## src/rtl/regstack_pkg.sv

```systemverilog
package regstack_pkg;
  localparam int unsigned ADDR_W = 32;
  localparam int unsigned DATA_W = 32;
  localparam int unsigned NREG   = 15;
  localparam int unsigned MASK_W = 16;
  localparam int unsigned IDX_W  = $clog2(NREG);
  localparam int unsigned WORD_B = DATA_W / 8;

  typedef enum logic [0:0] {ST_IDLE = 1'b0, ST_RUN = 1'b1} seq_state_e;

  // byte address touched by the current transfer
  function automatic logic [ADDR_W-1:0] slot_addr(input logic [ADDR_W-1:0] sp,
                                                  input logic pop);
    return pop ? sp : sp - ADDR_W'(WORD_B);
  endfunction

  // stack pointer after the current transfer completes
  function automatic logic [ADDR_W-1:0] sp_after(input logic [ADDR_W-1:0] sp,
                                                 input logic pop);
    return pop ? sp + ADDR_W'(WORD_B) : sp - ADDR_W'(WORD_B);
  endfunction
endpackage

```

## src/rtl/regstack_pick.sv

```systemverilog
module regstack_pick #(
  parameter int unsigned N  = 15,
  parameter int unsigned IW = $clog2(N)
) (
  input  logic [N-1:0]  pend,
  input  logic          low_first,
  output logic [IW-1:0] idx,
  output logic          any
);
  logic [IW-1:0] lo_idx, hi_idx;

  // lowest set bit: scan downward, last hit wins
  always_comb begin
    lo_idx = '0;
    for (int i = N - 1; i >= 0; i--)
      if (pend[i]) lo_idx = IW'(i);
  end

  // highest set bit: scan upward, last hit wins
  always_comb begin
    hi_idx = '0;
    for (int i = 0; i < N; i++)
      if (pend[i]) hi_idx = IW'(i);
  end

  assign any = |pend;
  assign idx = low_first ? lo_idx : hi_idx;
endmodule

```

## src/rtl/regstack_addr.sv

```systemverilog
module regstack_addr
  import regstack_pkg::*;
(
  input  logic [ADDR_W-1:0] sp,
  input  logic              pop,
  output logic [ADDR_W-1:0] access_addr,
  output logic [ADDR_W-1:0] sp_next
);
  assign access_addr = slot_addr(sp, pop);
  assign sp_next     = sp_after(sp, pop);
endmodule

```

## src/rtl/regstack_seq.sv

```systemverilog
module regstack_seq
  import regstack_pkg::*;
(
  input  logic              clk,
  input  logic              rst_n,
  input  logic              cmd_valid,
  input  logic              cmd_pop,
  input  logic [MASK_W-1:0] cmd_mask,
  output logic              cmd_ready,
  input  logic [ADDR_W-1:0] sp_in,
  output logic [ADDR_W-1:0] sp_out,
  output logic              done,
  input  logic [3:0]        cc_in,
  output logic [3:0]        cc_out,
  output logic [IDX_W-1:0]  rf_addr,
  input  logic [DATA_W-1:0] rf_rdata,
  output logic              rf_we,
  output logic [DATA_W-1:0] rf_wdata,
  output logic              mem_req,
  output logic              mem_we,
  output logic [ADDR_W-1:0] mem_addr,
  output logic [DATA_W-1:0] mem_wdata,
  input  logic              mem_ack,
  input  logic [DATA_W-1:0] mem_rdata
);
  seq_state_e        state_q;
  logic [NREG-1:0]   pend_q;
  logic              pop_q;
  logic [ADDR_W-1:0] sp_q;

  logic [IDX_W-1:0]  cur_idx;
  logic              cur_any;
  logic [ADDR_W-1:0] acc_addr, sp_adv;
  logic              xfer_live, xfer_fin, take_cmd;
  logic [NREG-1:0]   clr_vec;

  regstack_pick #(.N(NREG), .IW(IDX_W)) u_pick (
    .pend(pend_q), .low_first(pop_q), .idx(cur_idx), .any(cur_any)
  );

  regstack_addr u_addr (
    .sp(sp_q), .pop(pop_q), .access_addr(acc_addr), .sp_next(sp_adv)
  );

  assign take_cmd  = (state_q == ST_IDLE) && cmd_valid;
  assign xfer_live = (state_q == ST_RUN) && cur_any;
  assign xfer_fin  = xfer_live && mem_ack;
  assign clr_vec   = NREG'(1) << cur_idx;

  assign cmd_ready = (state_q == ST_IDLE);
  assign done      = (state_q == ST_RUN) && !cur_any;
  assign sp_out    = sp_q;
  assign cc_out    = cc_in;

  assign rf_addr   = cur_idx;
  assign rf_we     = xfer_fin && pop_q;
  assign rf_wdata  = mem_rdata;
  assign mem_req   = xfer_live;
  assign mem_we    = xfer_live && !pop_q;
  assign mem_addr  = acc_addr;
  assign mem_wdata = rf_rdata;

  always_ff @(posedge clk) begin
    if (!rst_n) begin
      state_q <= ST_IDLE;
      pend_q  <= '0;
      pop_q   <= 1'b0;
      sp_q    <= '0;
    end else begin
      if (take_cmd) begin
        pend_q  <= cmd_mask[NREG-1:0];
        pop_q   <= cmd_pop;
        sp_q    <= sp_in;
        state_q <= ST_RUN;
      end
      if (xfer_fin) begin
        pend_q <= pend_q & ~clr_vec;
        sp_q   <= sp_adv;
      end
      if (done) state_q <= ST_IDLE;
    end
  end
endmodule

```

## config.mk

```make
export PLATFORM = sky130hd
export DESIGN_NAME = regstack_seq
export DESIGN_NICKNAME = d
export VERILOG_FILES = /design/src/rtl/regstack_pkg.sv /design/src/rtl/regstack_pick.sv /design/src/rtl/regstack_addr.sv /design/src/rtl/regstack_seq.sv
export SDC_FILE = /design/constraint.sdc
export NUM_CORES = 1
export LEC_CHECK = 0
export CAP_MARGIN = 25
export CORE_AREA = 5 5 126 128
export DETAILED_ROUTE_END_ITERATION = 10
export DIE_AREA = 0 0 131 133
export PLACE_DENSITY = 0.73
export SKIP_LAST_GASP = 1
export SYNTH_ARGS = -nofsm -noshare
export SYNTH_HDL_FRONTEND = slang
export SYNTH_SLANG_ARGS = --single-unit
```

## constraint.sdc

```tcl
create_clock -name clk -period 3 [get_ports clk]
set_input_delay 0.6 -clock clk [delete_from_list [all_inputs] [get_ports clk]]
set_output_delay 0.6 -clock clk [all_outputs]
set_load 0.05 [all_outputs]
```

Word level (Yosys, flattened, before mapping). Index checks and enable logic that the tools add are counted.

Muxes and demuxes: 36. Add/subtract/negate cells: 2. Shift operators: 1. Reductions and logical operators: 11. Bitwise gates (word level): 4.

Operators by type and width (count): $mux W32 (4); $mux W4 (23); $add A32 B3 Y32 const B (1); $sub A32 B3 Y32 const B (1); $mux W15 (2); $and A15 B15 Y15 (1); $not A15 Y15 (1); $reduce_or A15 Y1 (1); $shl A1 B4 Y15 const A (1); $mux W3 (4); $logic_and A1 B1 Y1 (6); $mux W2 (2); $logic_not A1 Y1 (2); $not A1 Y1 (2); $reduce_bool A2 Y1 (1); $reduce_or A2 Y1 (1); $mux W1 (1).

Word-level logic and storage cells: 58. Output and inout bits: 141. Register bits: 49. Input bits: 121.

Logic depth before layout (Yosys ltp).
Depth in word-level cells: 20. Mapped depth: 9. Gate-level depth less buffers: 8.

Hierarchy. A second synthesis with hierarchy kept.

Cells, all modules: 577. Area, all modules: 4335.4 um2.

By module, submodules not included: regstack_seq (cells an instance 320, area each 2692.6 um2, sequential area each 980.9 um2, times used 1); regstack_addr (cells an instance 208, area each 1386.3 um2, sequential area each 0.0 um2, times used 1); regstack_pick (cells an instance 49, area each 256.5 um2, sequential area each 0.0 um2, times used 1).

Worst setup path before layout. Ideal clock, no wire load.

Path type: register to output. Start point: register sp_q[17] (netlist: sp_out[17]). End point: output port mem_addr[29]. Cell stages (with the launch flop): 7. Data arrival time: 2.962 ns. Slack: -0.562 ns. Path buffers: 1. Required time: 2.400 ns. Cells stage by stage: dfxtp_1 > buf_6 > or3_4 > or3_4 > or4_4 > nor3_1 > xor2_1.

Longest elaborated chain between the ends: 2.

RTL lines: from (decl) (RTL line regstack_seq.sv:29) `logic [ADDR_W-1:0] sp_q;`; from (signal assigned) (RTL line regstack_seq.sv:73) `sp_q <= sp_in;`; from (signal assigned) (RTL line regstack_seq.sv:78) `sp_q <= sp_adv;`; $sub A32 B3 Y32 (RTL line regstack_pkg.sv:14) `return pop ? sp : sp - ADDR_W'(WORD_B);`; $mux W32 (RTL line regstack_pkg.sv:14); to (decl) (RTL line regstack_seq.sv:21) `output logic [ADDR_W-1:0] mem_addr,`.

Every way passes these cells.

Worst setup path after layout. Ends and elaborated chain as after synthesis.

==> metrics.txt <==
# clock sinks 49; vias per cell 5.55; Core Util, Final between 40% and 50%; Placer Congestion 0.906; Yosys warnings 0; Area growth syn-to-layout 43.0%; antenna violations before repair 0; Worst Setup End Kind primary output; total global routing overflow 0; Area contributors post-synth dfxtp_1, buf_4, nor2_1; XOR/XNOR Fraction of Synth Area 6.09%; WL final 15.6 mm; Ports 262; status finished, violations left; H-tree lvl count 2; Power Total 3280 µW; Site Rows 45; crit path time final 3.10 ns; wire per inst between 15 and 20 µm; post-placement setup slack between 0.15 and 0.2 ns; area post-placement 5920 µm²; vias in the first global route 4435; Cells after Synth roughly 600; final hold violation count 0; crit-path most repeated cell or3_4; commonest non-fill, non-tap cell in the layout clkdlybuf4s50_1; pwr/cell area 530 nW/µm²; unrepaired setup endpoints after global routing true; failing checks negative setup slack; Synth Cell Area 4320 µm²; HPWL Detailed between 10 and 15 mm; pin count of the biggest net entering global routing 27; final instance area 6180 µm²; Reg clk slew, reported paths 0.08 ns; share of layout cells above drive strength 1 20.6%; Post-Synth Adder-Cell Area 1.16%; Final ANT Viol Nets 0; initial core utilization 29.3%; die height 133 µm; Worst Slack Setup Final -0.101 ns; most frequent cells in the layout clkdlybuf4s50_1, buf_4, nor2_1; main combinational cell family by area after synthesis simple AND/OR/NAND/NOR gates; # hold bufs at CTS 0; via count 4792; iteration-0 DRC count of the detailed router between 400 and 500; Final #Nets 800; worst-path cell chain or3_4 > or3_4 > or4_4 > nor3_4 > xor2_4 > buf_12; number of distinct library cells after synthesis 64; full die area 17400 µm²; Final Max Slew Viols 0; setup violators final 2; worst-case clock buffer depth 2; flop and latch count out of synthesis 49; Worst Path Max Fanout 3; ANT cells 0; type of origin of the critical path flip-flop; core area 14800 µm²; Total GRT Usage 17.2%; Max stage delay on crit path 0.56 ns; worst hold path type reg2reg; CP Class reg2out; Final period util 103%; mux contribution to synthesized area 2.32%; CTS tree yes; Post-Synth Simple-Gate Area 26.0%; pin slew with the least headroom to its limit 0.707 ns; Die X 131 µm; cell taking the most area after synthesis dfxtp_1; syn_area_per_cell 7.24 µm²; first-pass GRT wire length 24.2 mm; crit path max-delay cell type or4_4; IR drop worst, VDD 264 µV; fmax ~320 MHz; slew margin rel. a little over half; count of flip-flops with a built-in enable after synthesis 0; sequential share of the synthesized area 22.7%; PortBufs ~120; static leakage approximately 0.0024 µW; area of the multi-input gates 2820 µm²; FILL cells 1463; Fin Setup TNS -0.125 ns; drt pass-1 iters 5; WP data required approximately 2.4 ns; DRC 0; Reg area 985 µm²; fraction of registers with async set/reset 0%; clock skew roughly 0.014 ns; total nets after synthesis 721; Compound-Gate Fraction of Synth Area 24.2%; Worst Path Arrival between 2 and 3 ns; top_reg_cell synth dfxtp_1; cts bufs inserted 5; Max-Cap Viols 0; clock latency on the worst-skew pair 0.30 ns; Synth top area share 22.7%; CTS Root Cell clkbuf_16
## per-layer routing
metal | track usage [%] | wire (µm) | vias up
li1 | - | - | 2231
met1 | 23.1 | 6430 | 2286
met2 | 27.6 | 7350 | 234
met3 | 3.07 | 1410 | 41
met4 | 5.77 | 457 | 0
met5 | 0 | 0 | -
## critical path: cells and delay by family (launching register included)
family                 cells  cell delay [ns]
flip-flops                 1             0.32
XOR/XNOR                   1             0.19
AND/OR/NAND/NOR            4             1.53
buffers and inverters      1             0.15
## cell families (layout without fill, tap and decap cells)
kind of cell               Yosys count  count (layout)
and+or+nand+nor                    223             223
AOI/OAI and AO/OA                  153             153
buffers and inverters              127             207
DFF                                 49              49
xor gates and xnor gates            30              30
muxes                               10              10
adders and majority gates            4               4
## per-stage QoR
stage	hold slack, ns	instances
floorplan	0.504	596
detailed placement	0.468	848
global placement	0.461	848
CTS	0.477	859
finish	0.468	864
global route	0.519	864
## cell type report
| type | instances | share of cell area, % |
|---|---|---|
| clock inverters | 2 | 0.243 |
| well taps | 188 | 3.81 |
| inverters | 16 | 0.972 |
| flip-flops and latches | 49 | 15.9 |
| multi-input cells | 420 | 45.7 |
| repair buffers | 183 | 31.3 |
| clock buffers | 6 | 2.09 |
## state kept, by name, indices dropped and copies added, names as in the netlist
| register | count |
|---|---|
| state_q | 1 |
| pop_q | 1 |
| pend_q | 15 |
| sp_out | 32 |
## synthesized netlist by cell type (10+ instances only)
master / n
or3_1: 12
a311oi_1: 11
nand2_1: 49
xor2_1: 16
a21oi_1: 33
nor2_1: 63
buf_4: 70
nor3_1: 22
a31oi_1: 14
clkbuf_1: 30
xnor2_1: 14
inv_1: 16
nand3_1: 16
dfxtp_1: 49
mux2i_1: 10
and2_1: 13
o21ai_0: 35
## where the power goes
part	internal (µW)	leakage (µW)	switching (µW)
Clock	311	0.0000631	278
Sequential	707	0.000405	61.4
Combinational	776	0.00192	1140
Total	1790	0.00239	1480
## worst paths after layout
| check | to | depth (start not counted) | slack (ns) | startpoint |
|---|---|---|---|---|
| min | sp_out[0]$_SDFFE_PN0P_ | 2 | 0.47 | sp_out[0]$_SDFFE_PN0P_ |
| max | mem_addr[29] | 6 | -0.10 | sp_out[17]$_SDFFE_PN0P_ |
| min reg2reg | sp_out[0]$_SDFFE_PN0P_ | 2 | 0.47 | sp_out[0]$_SDFFE_PN0P_ |
| max reg2reg | sp_out[29]$_SDFFE_PN0P_ | 8 | 0.49 | sp_out[17]$_SDFFE_PN0P_ |
## what timing repair did
action                                  CTS  global route
endpoints found under the setup margin    3            12
hold endpoints to repair                  0             0
pin swaps                                 2             4
buffers inserted                          3             5
gates resized for setup                   2            10
No activity file was read; power rests on OpenSTA's default activity.
